==> src/rtl/kbd_wake.sv <==
module kbd_wake #(
  parameter int W = 8
) (
  input  logic         clk,
  input  logic         rst_n,
  input  logic [W-1:0] pin_i,
  input  logic [W-1:0] wdata,
  input  logic         mask_we,
  input  logic         stat_we,
  input  logic         mask_re,
  input  logic         stat_re,
  input  logic         en_i,
  input  logic         sleep_i,
  output logic [W-1:0] rdata,
  output logic         irq_o,
  output logic         wake_o
);
  localparam int FB = W - 1;

  logic [W-1:0]  sync1, sync2, mask_q;
  logic [FB-1:0] stat_low;
  logic          flag_q, flag_d, hit, clr;

  assign hit    = en_i & |(~sync2 & mask_q);
  assign clr    = stat_we & ~wdata[FB];
  assign flag_d = hit | (flag_q & ~clr);

  always_ff @(posedge clk or negedge rst_n) begin
    if (!rst_n) begin
      sync1    <= '1;
      sync2    <= '1;
      mask_q   <= '0;
      stat_low <= '0;
      flag_q   <= 1'b0;
    end else begin
      sync1  <= pin_i;
      sync2  <= sync1;
      flag_q <= flag_d;
      if (mask_we) mask_q <= wdata;
      if (stat_we) stat_low <= wdata[FB-1:0];
    end
  end

  assign irq_o  = flag_q & en_i;
  assign wake_o = sleep_i & en_i & (flag_q | |(~pin_i & mask_q));
  assign rdata  = mask_re ? mask_q : (stat_re ? {flag_q, stat_low} : '0);


  mask_load_chk: assert property (@(posedge clk) disable iff (!rst_n)
    mask_we |=> mask_q == $past(wdata));


  flag_clear_src_chk: assert property (@(posedge clk) disable iff (!rst_n)
    $fell(flag_q) |-> $past(stat_we) && !$past(wdata[FB]));


  flag_set_src_chk: assert property (@(posedge clk) disable iff (!rst_n)
    $rose(flag_q) |-> $past(en_i));


  set_wins_chk: assert property (@(posedge clk) disable iff (!rst_n)
    hit && clr |=> flag_q);


  stat_hold_chk: assert property (@(posedge clk) disable iff (!rst_n)
    !stat_we |=> $stable(stat_low));


  wake_sleep_chk: assert property (@(posedge clk) disable iff (!rst_n)
    !sleep_i |-> !wake_o);
endmodule

==> config.mk <==
export PLATFORM = sky130hd
export DESIGN_NAME = kbd_wake
export DESIGN_NICKNAME = d
export VERILOG_FILES = /design/src/rtl/kbd_wake.sv
export SDC_FILE = /design/constraint.sdc
export NUM_CORES = 1
export LEC_CHECK = 0
export CAP_MARGIN = 15
export CORE_ASPECT_RATIO = 1.75
export CORE_MARGIN = 2
export CORE_UTILIZATION = 39
export CTS_BUF_LIST = sky130_fd_sc_hd__clkbuf_16
export CTS_CLUSTER_SIZE = 30
export DETAILED_ROUTE_END_ITERATION = 6
export GPL_ROUTABILITY_DRIVEN = 0
export PLACE_DENSITY = 0.65
export SETUP_SLACK_MARGIN = 0.02
export SYNTH_ARGS = -nofsm -noshare
export SYNTH_HDL_FRONTEND = slang
export SYNTH_SLANG_ARGS = --single-unit
export TNS_END_PERCENT = 1
==> constraint.sdc <==
create_clock -name clk -period 4.2 [get_ports clk]
set_input_delay 0.42 -clock clk [delete_from_list [all_inputs] [get_ports clk]]
set_output_delay 0.42 -clock clk [all_outputs]
set_load 0.03 [all_outputs]
==> metrics, run 1 <==
status=finished, final reports clean; Die Wd=approximately 46 um; final hold violation count=0; pin count of the biggest net entering global routing=33; Core ar.=2928 um2; actual slew at the worst max-slew pin=0.4924 ns; share of layout cells above drive strength 1=23.13%; Clock Tree Buf Depth=2; TritonRoute pass-1 iters=3; n_diodes=0; Clock Latency Late Sink=approximately 0.27 ns; top-area cell type share of the netlist area=about a third; DR WL/cell=approximately 15 um; row count=26; Tightest Hold Check Type=reg -> reg; sequential share of the synthesized area=approximately 69%; R2R Path End=flag_q; initial antenna violation count=0; Overall Power=778.0 uW; post-CTS setup buffer count=0; RSZ-0062 raised after global routing=false; Post-Syn Nets=119; DPL Wire Length=1.695 mm; total track usage=16.03%; CP required=approximately 3.8 ns; synth top area cells=dfstp_2 35%, dfrtp_1 34%, mux2_2 6.6%; Unique masters post-synth=17; # IOs=34; final net count=about 160; met2 GRT Util=24.79%; routed vias/inst=5.099; # DRC=0; fmax=358.2 MHz; CTS H-tree lvls=2; Hold Buf Count CTS=0; Synth Area per Inst=12.54 um2; die height=77.11 um; DP Area=1553 um2; power density cells=460.6 nW/um2; hold path start=sync1[3]; clock root cell=clkbuf_16; busiest grt layer=met2; final slew viol count=0; cell count after synthesis=95; CTS sink cnt=32; cts repair resizes=0; met1 global-route usage=19.38%; Reg clk slew, reported paths=0.05 ns; Synth area leader=dfstp_2; crit share post-route=66.47%; max-cap viol count=0; FF+latch count, synth=32; post-layout min period=2.792 ns; Fin Setup TNS=0 ns; global-route wire length before repair=4.015 mm; hold depth=0; Netlist Area Pre-Place=approximately 1200 um2; GRT met3 Usage=4.471%; Setup CP Type=in -> out; RR Startpoint=sync2[6]; CP Launch Type=primary input; vias in the first global route=873; synth-to-layout area growth=41.81%; CTS tree=done; synth warn=0; ANT nets after route=0; Max IR drop VDD=0.0003724 V; GRT overflow=0; LEAKAGE=just over 0.0007 uW; DRT iter0 DRCs=9; R2R cell count=3; reg2reg setup slack=3.02 ns; via count=between 800 and 900; port bufs=33; Clock Skew=slightly above 0.005 ns; die area=3530 um2; Post-Route WL=2.377 mm; Max-slew headroom=67.07%; final setup fails=0; Hold Path Sink=sync2[3]; post-route cell area=1689 um2; Crit path arrival time=about 2.4 ns; CTS Buf Count=5; crit-path max FO=11; CP endpoint kind=output port; starting density of the core=between 40 and 50%
-- flip-flops by register name (all words and copies together) (netlist names) --
register / flops
flag_q: 1
mask_q: 8
stat_low: 7
sync1: 8
sync2: 8
-- kinds of logic (layout without fill, tap and decap cells) --
group,Yosys count,in the layout,synth area share (%)
AO/OA/AOI/OAI,26,26,14.29
buffers and inverters,12,51,3.781
flip-flops,32,32,68.91
multiplexers,7,7,6.618
AND/OR/NAND/NOR,18,18,6.409
-- cell usage in the layout (no fill, tap or decap), drive strengths merged --
cell,synthesis,routed
clkdlybuf4s50,0,33
dfrtp,16,16
dfstp,16,16
nand2,13,13
o21ai,11,11
inv,8,10
o22ai,7,7
mux2,7,7
a22o,6,6
clkbuf,3,5
nor2,2,2
clkinv,1,2
nor2b,1,1
and2,1,1
or4,1,1
o311a,1,1
o41ai,1,1
buf,0,1
-- layer usage --
| layer | part of all wire [%] | routed length (um) |
|---|---|---|
| met1 | 41 | 973 |
| met2 | 53 | 1261 |
| met3 | 5.1 | 122 |
| met4 | 0.80 | 19 |
| met5 | 0 | 0 |
-- critical path, stage by stage --
cell and delay, ns:
clkdlybuf4s50_1 0.61, nor2b_1 0.48, a22o_1 0.20, clkdlybuf4s50_1 0.67
-- how the worst max path moves through the flow --
stage / from / slack (ns) / end
CTS: mask_re / 1.38 / rdata[0]
global placement: mask_re / 1.39 / rdata[0]
finish: mask_re / 1.41 / rdata[1]
floorplan: mask_q[5] / 2.42 / wake_o
detailed placement: mask_re / 1.39 / rdata[2]
global route: mask_re / 1.25 / rdata[0]
-- power breakdown --
part,switching (uW),internal [uW]
registers,10.9,338
logic,54.5,54.6
clock network,109,212
total,174,604
-- per-stage QoR --
step | std cells | hold WS (ns) | utilization, % | setup slack, ns
3_5_place_dp | 154 | 0.3475 | 53.03 | 1.389
5_1_grt | 162 | 0.3566 | 57.69 | 1.246
6_report | 162 | 0.3507 | 57.69 | 1.408
4_1_cts | 162 | 0.3541 | 57.69 | 1.380
3_3_place_gp | 154 | 0.3460 | 53.03 | 1.386
2_1_floorplan | 95 | 0.1244 | - | 2.424
-- final cells by class --
type                            instances  area [um2]
Tap cell                               28       35.03
Clock inverter                          3       11.26
Fill cell                             263        1239
Inverter                                9       33.78
Multi-Input combinational cell         51       325.3
Timing Repair Buffer                   34       337.8
Sequential cell                        32       820.8
Clock buffer                            5       125.1
-- synthesized netlist by cell type --
| cell | count |
|---|---|
| dfstp_2 | 16 |
| dfrtp_1 | 16 |
| o21ai_0 | 11 |
| nor2b_1 | 1 |
| a22o_1 | 6 |
| mux2_2 | 7 |
| or4_1 | 1 |
| nand2_1 | 13 |
| o22ai_1 | 7 |
| inv_2 | 2 |
| o311a_1 | 1 |
| o41ai_1 | 1 |
| inv_1 | 6 |
| nor2_1 | 2 |
| and2_1 | 1 |
| clkbuf_1 | 3 |
| clkinv_1 | 1 |
No activity file was read; power rests on OpenSTA's default activity.
==> run 2: changes to the inputs <==
--- a/config.mk
+++ b/config.mk
@@ -13,7 +13,7 @@
 export CTS_CLUSTER_SIZE = 30
 export DETAILED_ROUTE_END_ITERATION = 6
 export GPL_ROUTABILITY_DRIVEN = 0
-export PLACE_DENSITY = 0.65
+export PLACE_DENSITY = 0.67
 export SETUP_SLACK_MARGIN = 0.02
 export SYNTH_ARGS = -nofsm -noshare
 export SYNTH_HDL_FRONTEND = slang
==> constraint.sdc (replaced) <==
create_clock -name clk -period 2.5 [get_ports clk]
set_input_delay 0.25 -clock clk [delete_from_list [all_inputs] [get_ports clk]]
set_output_delay 0.25 -clock clk [all_outputs]
set_load 0.03 [all_outputs]
==> metrics, run 2 (synthesized netlist as in run 1, its figures left out) <==
CTS Buf Count=5; starting density of the core=between 40% and 50%; most common cell after layout, fill and taps aside=clkdlybuf4s50_1; port bufs=33; routed vias/inst=5.201; global-route wire length before repair=about 4 mm; Core ar.=2928 um2; final slew viol count=0; largest registers=mask_q: 8 flops, sync1: 8 flops, sync2: 8 flops; LEAKAGE=0.0007393 uW; final setup fails=0; final net count=159; actual slew at the worst max-slew pin=0.5011 ns; crit-path max FO=2; die height=around 77 um; Die Wd=45.78 um; Max IR drop VDD=about 0.0006 V; R2R cell count=3; Tightest Hold Check Type=reg -> reg; Cell Count, Final, Fillers Out=164; GRT overflow=0; CTS tree=done; reg2reg setup slack=1.32 ns; Hold Buf Count CTS=0; clock root cell=clkbuf_16; pin count of the biggest net entering global routing=33; via count=between 800 and 900; Layout fillers=255; Max-slew headroom=66.49%; Clock Tree Buf Depth=2; RSZ-0062 raised after global routing=false; # IOs=34; CP endpoint kind=output port; post-CTS setup buffer count=0; Crit path arrival time=approximately 1.8 ns; Fin Setup TNS=0 ns; number of placed instances, taps included=156; Setup CP Type=in -> out; n_diodes=0; fmax=478.6 MHz; TritonRoute pass-1 iters=3; CTS sink cnt=32; Sequential Area=820.8 um2; CP Launch Type=primary input; CTS H-tree lvls=2; Clock Skew=0.004395 ns; share of layout cells above drive strength 1=about 24%; RR Startpoint=sync2[6]; most frequent cells in the layout=32 x clkdlybuf4s50_1, 16 x dfrtp_1, 16 x dfstp_2; DRT iter0 DRCs=32; final hold violation count=0; post-layout min period=around 2.1 ns; initial antenna violation count=0; status=finished, final reports clean; die area=3530 um2; row count=26; Reg clk slew, reported paths=0.05 ns; vias in the first global route=860; DR WL/cell=roughly 14 um; post-layout util=about three fifths; synth-to-layout area growth=43.28%; # DRC=0; power density cells=774.3 nW/um2; crit share post-route=83.58%; DPL Wire Length=roughly 1.7 mm; CP required=2.25 ns; Clock Latency Late Sink=0.27 ns; Overall Power=1321 uW; area of the multi-input gates=325.3 um2; R2R Path End=flag_q; crit path from=pin_i[5]; Post-Route WL=2.355 mm; Critical path destination=wake_o; ANT nets after route=0; total track usage=roughly 16%; max-cap viol count=0
run 2: final cells by class:
class / count / area share (%)
Multi-Input combinational cell: 51 / 19.06
Sequential cell: 32 / 48.09
Inverter: 9 / 1.979
Clock inverter: 3 / 0.6598
Timing Repair Buffer: 36 / 20.82
Clock buffer: 5 / 7.331
Tap cell: 28 / 2.053
run 2: worst max-delay path, cell delays in order:
cell,delay [ns]
clkdlybuf4s50_1,0.49
o22ai_1,0.08
or4_1,0.49
o311a_1,0.30
dlymetal6s2s_1,0.24
run 2: power breakdown:
| group | internal [uW] | leakage [uW] | switching [uW] |
|---|---|---|---|
| Clock | 356 | 0.0000738 | 193 |
| Sequential | 567 | 0.000358 | 18.3 |
| Combinational | 93.8 | 0.000308 | 92.5 |
run 2: metrics by stage:
step / setup WS [ns] / area (um2) / hold WS (ns)
after detailed placement: 0.04125 / 1568 / 0.3473
after floorplan: 0.8942 / 1191 / -0.04559
final: 0.4106 / 1707 / 0.3488
after global routing: 0.3292 / 1707 / 0.3580
after global placement: 0.05193 / 1568 / 0.3461
after CTS: 0.03041 / 1704 / 0.3486
run 2: how the worst min path moves through the flow:
stage | start | end | slack, ns | depth (start not counted)
CTS | sync1[3] | sync2[3] | 0.35 | 0
global placement | sync1[7] | sync2[7] | 0.35 | 0
detailed placement | sync1[1] | sync2[1] | 0.35 | 0
finish | sync1[3] | sync2[3] | 0.35 | 0
floorplan | rst_n | flag_q | -0.05 | 0
global route | sync1[3] | sync2[3] | 0.36 | 0
run 2: layer usage:
layer / vias to the layer above / global-route usage [%] / routed length (um)
li1: 410 / - / -
met1: 412 / 20.53 / 990
met2: 26 / 23.10 / 1172
met3: 5 / 5.412 / 139
met4: 0 / 9.714 / 52
met5: - / 0 / 0
run 2: timing repair:
item,in CTS,in global routing
hold endpoints to repair,0,0
gates resized for setup,0,1
setup endpoints to repair,0,1
